==> config.mk <==
export PLATFORM = sky130hd
export DESIGN_NAME = postinc_load_unit
export DESIGN_NICKNAME = d
export VERILOG_FILES = /design/src/rtl/pil_pkg.sv /design/src/rtl/pil_decode.sv /design/src/rtl/pil_dmem.sv /design/src/rtl/pil_regfile.sv /design/src/rtl/postinc_load_unit.sv
export SDC_FILE = /design/constraint.sdc
export NUM_CORES = 2
export LEC_CHECK = 0
export ABC_AREA = 1
export BUFFER_PORTS_ARGS = -buffer_cell sky130_fd_sc_hd__buf_2
export CAP_MARGIN = 10
export CORE_ASPECT_RATIO = 0.9
export CORE_MARGIN = 2
export CORE_UTILIZATION = 48
export CTS_CLUSTER_DIAMETER = 120
export CTS_CLUSTER_SIZE = 40
export DETAILED_ROUTE_END_ITERATION = 10
export PLACE_DENSITY = 0.61
export RECOVER_POWER = 50
export SLEW_MARGIN = 20
export SYNTH_ARGS = -nofsm -noshare
export SYNTH_HDL_FRONTEND = slang
export SYNTH_HIERARCHICAL = 1
export SYNTH_SLANG_ARGS = --single-unit
==> constraint.sdc <==
create_clock -name clk -period 3.6 [get_ports clk]
set_input_delay 0 -clock clk [delete_from_list [all_inputs] [get_ports clk]]
set_output_delay 0 -clock clk [all_outputs]
set_load 0.02 [all_outputs]
==> src/rtl/pil_pkg.sv <==
package pil_pkg;
  localparam int XLEN = 32;
  localparam logic [6:0] OPC_LOAD = 7'b0000011;
  localparam logic [2:0] F3_WORD = 3'b010;
  localparam logic [2:0] F3_WORD_INC = 3'b011;

  typedef struct packed {
    logic dst_we;
    logic inc_we;
  } wr_ctrl_t;

  function automatic logic [XLEN-1:0] sext12(input logic [11:0] v);
    return {{(XLEN-12){v[11]}}, v};
  endfunction

  function automatic logic [XLEN-1:0] step_word(input logic [XLEN-1:0] a);
    return a + XLEN'(4);
  endfunction

  function automatic logic [XLEN-1:0] fill_word(input logic [7:0] idx);
    return {idx, idx, idx, idx} ^ 32'hC0DE0000;
  endfunction
endpackage

==> src/rtl/pil_decode.sv <==
module pil_decode
  import pil_pkg::*;
#(
  parameter int RAW = 5
) (
  input  logic [31:0]     instr,
  output logic [RAW-1:0]  base_idx,
  output logic [RAW-1:0]  dst_idx,
  output logic [XLEN-1:0] offset,
  output wr_ctrl_t        ctrl
);
  logic is_load_op;
  assign is_load_op = (instr[6:0] == OPC_LOAD);
  assign base_idx   = instr[15 +: RAW];
  assign dst_idx    = instr[7 +: RAW];
  assign offset     = sext12(instr[31:20]);

  always_comb begin
    ctrl = '0;
    if (is_load_op) begin
      unique case (instr[14:12])
        F3_WORD:     ctrl = '{dst_we: 1'b1, inc_we: 1'b0};
        F3_WORD_INC: ctrl = '{dst_we: 1'b1, inc_we: 1'b1};
        default:     ctrl = '0;
      endcase
    end
  end
endmodule

==> src/rtl/pil_dmem.sv <==
module pil_dmem
  import pil_pkg::*;
#(
  parameter int DEPTH = 64
) (
  input  logic [XLEN-1:0] addr,
  output logic [XLEN-1:0] rdata
);
  localparam int IW = $clog2(DEPTH);
  logic [XLEN-1:0] words [DEPTH];

  for (genvar g = 0; g < DEPTH; g++) begin : g_word
    assign words[g] = fill_word(8'(g));
  end

  logic [IW-1:0] word_idx;
  assign word_idx = addr[IW+1:2];
  assign rdata    = words[word_idx];
endmodule

==> src/rtl/pil_regfile.sv <==
module pil_regfile
  import pil_pkg::*;
#(
  parameter int NREG = 32,
  localparam int RAW = $clog2(NREG)
) (
  input  logic            clk,
  input  logic            rst_n,
  input  logic [RAW-1:0]  ra,
  output logic [XLEN-1:0] rd_a,
  input  logic            we0,
  input  logic [RAW-1:0]  wa0,
  input  logic [XLEN-1:0] wd0,
  input  logic            we1,
  input  logic [RAW-1:0]  wa1,
  input  logic [XLEN-1:0] wd1
);
  logic [XLEN-1:0] file_q [NREG];
  logic port_clash;
  assign port_clash = we0 && we1 && (wa0 == wa1);

  assign file_q[0] = '0;
  for (genvar g = 1; g < NREG; g++) begin : g_reg
    logic [XLEN-1:0] q;
    logic hit0, hit1;
    assign hit0 = we0 && (wa0 == RAW'(g));
    assign hit1 = we1 && (wa1 == RAW'(g));
    always_ff @(posedge clk) begin
      if (!rst_n)    q <= '0;
      else if (hit0) q <= wd0;
      else if (hit1) q <= wd1;
    end
    assign file_q[g] = q;
  end

  assign rd_a = file_q[ra];

  assert_dest_write_R6: assert property (@(posedge clk) disable iff (!rst_n)
    (we0 && wa0 != '0) |=> file_q[$past(wa0)] == $past(wd0));
  assert_inc_write_R7: assert property (@(posedge clk) disable iff (!rst_n)
    (we1 && wa1 != '0 && !port_clash) |=> file_q[$past(wa1)] == $past(wd1));
  assert_clash_priority_R8: assert property (@(posedge clk) disable iff (!rst_n)
    (port_clash && wa0 != '0) |=> file_q[$past(wa0)] == $past(wd0));
  assert_zero_reg_R9: assert property (@(posedge clk) disable iff (!rst_n)
    (ra == '0) |-> rd_a == '0);
endmodule

==> src/rtl/postinc_load_unit.sv <==
module postinc_load_unit
  import pil_pkg::*;
#(
  parameter int NREG  = 32,
  parameter int DEPTH = 64
) (
  input  logic        clk,
  input  logic        rst_n,
  input  logic [31:0] instr_i,
  output logic [31:0] pc_o,
  output logic [31:0] eff_addr_o,
  output logic [31:0] load_data_o,
  output logic        rd_we_o,
  output logic        inc_we_o
);
  localparam int RAW = $clog2(NREG);

  logic [RAW-1:0]  base_idx, dst_idx;
  logic [XLEN-1:0] offset, base_val, inc_val, mem_word;
  wr_ctrl_t        ctrl;
  logic [XLEN-1:0] pc_q;

  pil_decode #(.RAW(RAW)) u_dec (
    .instr(instr_i), .base_idx(base_idx), .dst_idx(dst_idx),
    .offset(offset), .ctrl(ctrl)
  );

  pil_regfile #(.NREG(NREG)) u_rf (
    .clk(clk), .rst_n(rst_n), .ra(base_idx), .rd_a(base_val),
    .we0(ctrl.dst_we), .wa0(dst_idx), .wd0(mem_word),
    .we1(ctrl.inc_we), .wa1(base_idx), .wd1(inc_val)
  );

  assign eff_addr_o = base_val + offset;
  assign inc_val    = step_word(base_val);

  pil_dmem #(.DEPTH(DEPTH)) u_mem (.addr(eff_addr_o), .rdata(mem_word));

  always_ff @(posedge clk) begin
    if (!rst_n) pc_q <= '0;
    else        pc_q <= step_word(pc_q);
  end

  assign pc_o        = pc_q;
  assign load_data_o = mem_word;
  assign rd_we_o     = ctrl.dst_we;
  assign inc_we_o    = ctrl.inc_we;

  assert_pc_step_R2: assert property (@(posedge clk) disable iff (!rst_n)
    1'b1 |=> pc_o == $past(pc_o) + 32'd4);
  assert_inc_needs_load_R3: assert property (@(posedge clk) disable iff (!rst_n)
    inc_we_o |-> rd_we_o);
  assert_bad_op_quiet_R3: assert property (@(posedge clk) disable iff (!rst_n)
    (instr_i[6:0] != 7'b0000011) |-> (!rd_we_o && !inc_we_o));
  assert_inc_from_base_R7: assert property (@(posedge clk) disable iff (!rst_n)
    inc_we_o |-> inc_val == eff_addr_o - sext12(instr_i[31:20]) + 32'd4);
endmodule

# == Word level (Yosys, flattened, before mapping) ==
# Memory sizes are Yosys's and may differ from the RTL's.
# Index checks and enable logic that the tools add are counted.
# totals
register_bits,1024
out_inout_bits,98
n_memories,1
wordCells,267
rom_bits,2048
# memory_table
name,words,width,read_ports,rd_clocked_by_memory_dff,wr,line,source
(name not given),64,32,1,0,0,pil_dmem.sv:18,assign rdata = words[word_idx];
# classes
eq_ne,65
n_reduce_logical,93
mux,69
bitwise,2
add_sub_neg,3
magnitude_cmp,2
# op_table
cell,count
$mux 32,66
$bmux 32 s5,1
$eq 5x5->1 const B,32
$eq 5x4->1 const B,16
$add 32x3->32 const B,2
$logic_and 1x1->1,62
$reduce_bool 2->1,31
$eq 5x3->1 const B,8
$add 32x32->32,1
$eq 5x2->1 const B,4
$eq 5x1->1 const B,2
$eq 7x2->1 const B,1
$ge 7x7->1 const B,1
$not 6->7,1
$eq 3x2->1 const B,2
$ge 6x6->1 const B,1
$not 5->6,1
$pmux 2 s2,1
$mux 2,1

# == Depth between registers and ports, before layout ==
# logic_depth
ltp_word,10
mapped_depth,27

# == By module ==
# Netlist, hierarchy kept.
# modules_own_cells
mod,cells_each,area_per_inst_um2,instances,seq_area_each_um2
pil_regfile,8861,55498.2,1,19859.0
postinc_load_unit,861,4703.3,1,600.6
pil_decode,57,372.9,1,0.0
pil_dmem,34,232.7,1,0.0

# == Worst setup path before layout ==
# OpenSTA, ideal clock, no wires.
# synth_timing
kind,input-to-reg
startpoint,in instr_i[16]
endpoint,reg u_rf.g_reg[10].q[10]
path_stages,22
path_slack_ns,-0.076
required_time_ns,3.530
arrival_time_ns,3.606
n_path_buf,7
path_cell_list,buf_4 -> buf_2 -> inv_1 -> buf_2 -> clkbuf_1 -> nand3_1 -> nand3_1 -> nand2_1 -> nand2_1 -> nand2_1 -> nand2_1 -> nand2_1 -> ha_1 -> fa_1 -> nand3_1 -> nand3_1 -> xor2_1 -> buf_4 -> clkbuf_1 -> clkbuf_1 -> o211ai_1 -> a21oi_1
# synth_via
elab_chain_len,10
elab_cells_between_ends,15
classes_between,add/sub (2); eq/ne (1); mux (7); bitwise (2); reduce/logical (2); memory (1)
# synth_rtl
element,line,source
start: declaration,postinc_load_unit.sv:9,"input logic [31:0] instr_i,"
$not 5->6 (not written as such),pil_regfile.sv:36,assign rd_a = file_q[ra];
$bmux 32 s5,pil_regfile.sv:36,
$mux 32 (not written as such) (2 in a row),pil_regfile.sv:36,
via base_val[0],postinc_load_unit.sv:19,"logic [XLEN-1:0] offset, base_val, inc_val, mem_word;"
$add 32x32->32,postinc_load_unit.sv:34,assign eff_addr_o = base_val + offset;
via eff_addr_o[4],postinc_load_unit.sv:11,"output logic [31:0] eff_addr_o,"
$not 6->7 (not written as such),pil_dmem.sv:18,
$mem_v2 64x32,-,
$mux 32 (not written as such) (2 in a row),pil_dmem.sv:18,
via load_data_o[10],postinc_load_unit.sv:12,"output logic [31:0] load_data_o,"
$mux 32,pil_regfile.sv:30,else if (hit0) q <= wd0;
end signal: assignment,pil_regfile.sv:30,
end signal: assignment,pil_regfile.sv:31,else if (hit1) q <= wd1;
end: declaration,pil_regfile.sv:24,logic [XLEN-1:0] q;
# The timed path passes the listed nets, and every way through them passes these cells. The select of a mux whose other input is x is not followed.
# A chain may end at the register's enable or synchronous reset.

# == Final worst setup path ==
# layout_timing
startpoint,reg u_rf.g_reg[2].q[3]
endpoint,reg u_rf.g_reg[11].q[6]
# layout_via
elab_cells_between_ends,11
classes_between,add/sub (2); mux (7); bitwise (1); memory (1)
# layout_lines
element,line,source
start: declaration,pil_regfile.sv:24,
start signal: assignment,pil_regfile.sv:30,
start signal: assignment,pil_regfile.sv:31,
$bmux 32 s5,pil_regfile.sv:36,
$mux 32 (not written as such) (2 in a row),pil_regfile.sv:36,
via base_val[3],postinc_load_unit.sv:19,
$add 32x3->32,pil_pkg.sv:17,return a + XLEN'(4);
via inc_val[6],postinc_load_unit.sv:19,
$mux 32,pil_regfile.sv:31,
$mux 32,pil_regfile.sv:30,
end signal: assignment,pil_regfile.sv:30,
end signal: assignment,pil_regfile.sv:31,
end: declaration,pil_regfile.sv:24,
# The timed path passes the listed nets, and every way through them passes these cells. The select of a mux whose other input is x is not followed.

==> results_dict.tcl <==
set metrics [dict create \
    status "finished clean" \
    fin_total_pwr_mw 23.0 \
    grt_max_degree 180 \
    cts-root-buf "clkbuf_16" \
    place.gp.congestion 0.971 \
    place_area_mm2 0.0643 \
    setup_viol 0 \
    synth-edff-count 0 \
    cts_tree "done" \
    ios 132 \
    maxSlewHeadroom_pct 24.8 \
    endpoint_kind "flip-flop" \
    ys_warn_count 6 \
    yosysSeqAreaShare_pct 33.6 \
    totalWireLength_um 256000 \
    final-hold-violation-count 0 \
    hold_class "in2reg" \
    drtAntennaViolNets 0 \
    synth_cell_types 41 \
    finalInstanceArea_mm2 0.0660 \
    synthesis.area_mm2 0.0608 \
    synth.most_common_cell "nand2_1" \
    wire_per_inst_um 22.9 \
    finalCritPeriodShare_pct 98.1 \
    layout-drive-gt1-share_pct 9.82 \
    cts-htree-levels 1 \
    grt_usage_pct 38.0 \
    critPathLaunchType "flip-flop" \
    syn2layout_area_growth_pct 8.55 \
    critPathKind "reg2reg" \
    start_util_pct 48.5 \
    synth_ff_type "dfxtp_1" \
    maxCapViolCount 0 \
    drt-initial-drc-count 8532 \
    fillers 12900 \
    grt_pass1_vias 59000 \
    fmax_ghz 0.283 \
    yosysTopAreaCell "dfxtp_1" \
    die_y_um 342 \
    postSynthAreaPerCell_um2 6.20 \
    dpl.hpwl_um 166000 \
    yosys_register_bits 1022 \
    dieArea_mm2 0.130 \
    fin_worst_skew_ns 0.0439 \
    yosys.area.top_type_share_pct 33.6 \
    nNetsFinal 9573 \
    clk_latency_ns 0.77 \
    synth.area.top_cells "dfxtp_1 (34%), nand2_1 (19%), a21oi_1 (9.3%)" \
    synthTopCellsByCount "nand2_1 (3157), a21oi_1 (1136), nand3_1 (1050)" \
    synth_cells 9813 \
    grt-ovfl-total 0 \
    rows 123 \
    worstMarginPinSlew_ns 1.13 \
    cp.required_ns 4.24 \
    antenna_found_initial 7 \
    ir_worst_vdd_uv 460 \
    grt_pass1_wl_um 380000 \
    die_w_um 379 \
    avgViaCountPerCell 5.93 \
    firstDrtPassIters 7 \
    clock-sinks 1022 \
    p_leak_nw 29.1 \
    synthArstFlopShare_pct 0 \
    core-area_mm2 0.125 \
    port_buffers 121 \
    clkSlewWorstSetupHoldPaths_ns 0.16 \
    powerDensity_mw_per_mm2 349 \
    slew_viol_final 0 \
    finalCriticalPeriod_ns 3.53 \
    drc 0 \
    crit_arrival_ns 4.17 \
    clock_path_buffers 3 \
    cts_buffers 31 \
    cp_max_fo 31 \
    vias 66500 \
]
## metrics by stage
stage | hold WS [ns] | cells | TNS [ns] | utilization (%) | worst slack (ns)
2_1_floorplan | 0.153 | 9820 | -0.0277 | - | -0.00347
3_3_place_gp | 0.371 | 11100 | -1.75 | 51.3 | -0.139
3_5_place_dp | 0.361 | 11100 | -1.64 | 51.3 | -0.0733
4_1_cts | 0.00379 | 11200 | 0 | 52.3 | 0.00538
5_1_grt | 0.0523 | 11200 | -0.283 | 52.7 | -0.0432
6_report | 0.0386 | 11200 | 0 | 52.7 | 0.0680
## flip-flops by register name, indices dropped and copies added, names as in the netlist
| signal | cells |
|---|---|
| u_rf/g.q | 992 |
| pc_o | 30 |
## layer usage
metal	GRT usage, %	part of all wire, %
met1	52.6	42
met2	57.2	42
met3	5.13	9.8
met4	20.6	6.2
met5	0	0.0051
## final cells by class
| class | count | area (um2) | share of cell area [%] |
|---|---|---|---|
| clock inverter | 11 | 160 | 0.243 |
| timing repair buffer | 587 | 5500 | 8.33 |
| multi-input combinational | 6922 | 33400 | 50.6 |
| antenna | 4 | 10.0 | 0.0152 |
| tap | 1687 | 2110 | 3.20 |
| inverter | 941 | 3560 | 5.39 |
| sequential | 1022 | 20500 | 31.0 |
| clock buffer | 34 | 807 | 1.22 |
## worst max-delay path, cell delays in order (launching register included)
cell	delay (ns)
dfxtp_2	0.36
inv_1	0.04
nand2_1	0.05
nand3_1	0.08
nand3_2	0.13
nand3_2	0.14
nand2_1	0.12
nand2_1	0.10
nand2_4	0.17
buf_4	0.12
buf_4	0.12
ha_1	0.20
nand3_1	0.17
xor2_1	0.20
inv_1	0.08
buf_2	0.86
o21ai_0	0.22
o21ai_0	0.12
a21oi_1	0.10
## cells by family after synthesis
logic type / count (synthesis) / share of synthesized area [%]
DFF: 1022 / 33.6
other: 3 / 0.0185
buffers and inverters: 1876 / 12.9
adders and majority gates: 34 / 0.712
and+or+nand+nor: 4479 / 30.8
xor gates and xnor gates: 49 / 0.706
AOI/OAI and AO/OA: 2350 / 21.3
## report_power, final
group	internal (mW)	total, mW	switching, mW	leakage, nW
logic	1.73	6.03	4.30	20.4
clock network	1.75	5.69	3.94	0.465
registers	11.3	11.3	0.00579	8.23
## cell usage in the layout, fill, tap and decap left out, types with 102 or more instances in the layout
| master | synthesis | layout |
|---|---|---|
| a21oi_1 | 1136 | 1125 |
| buf_12 | 0 | 112 |
| buf_4 | 106 | 346 |
| dfxtp_1 | 1022 | 1007 |
| inv_1 | 872 | 867 |
| nand2_1 | 3157 | 3079 |
| nand2_2 | 41 | 102 |
| nand3_1 | 1050 | 1010 |
| nor2_1 | 117 | 108 |
| o211ai_1 | 462 | 462 |
| o21ai_0 | 640 | 641 |
## worst paths after layout
check	startpoint	end	slack (ns)	cells after the start
hold reg to reg	u_rf/g_reg[5].q[2]	u_rf/g_reg[5].q[2]	0.47	2
hold / removal	instr_i[12]	u_rf/g_reg[28].q[14]	0.04	7
setup / recovery	u_rf/g_reg[2].q[3]	u_rf/g_reg[11].q[6]	0.07	18
setup reg to reg	u_rf/g_reg[2].q[3]	u_rf/g_reg[11].q[6]	0.07	18
## timing repair
| item | in CTS | in global routing |
|---|---|---|
| gates resized for setup | 60 | 153 |
| pin swaps | 5 | 26 |
| hold buffers | 2 | 0 |
| buffers inserted | 4 | 10 |
| setup endpoints to repair | 45 | 39 |
| hold endpoints to repair | 34 | 0 |
(Power assumes the default switching activity.)
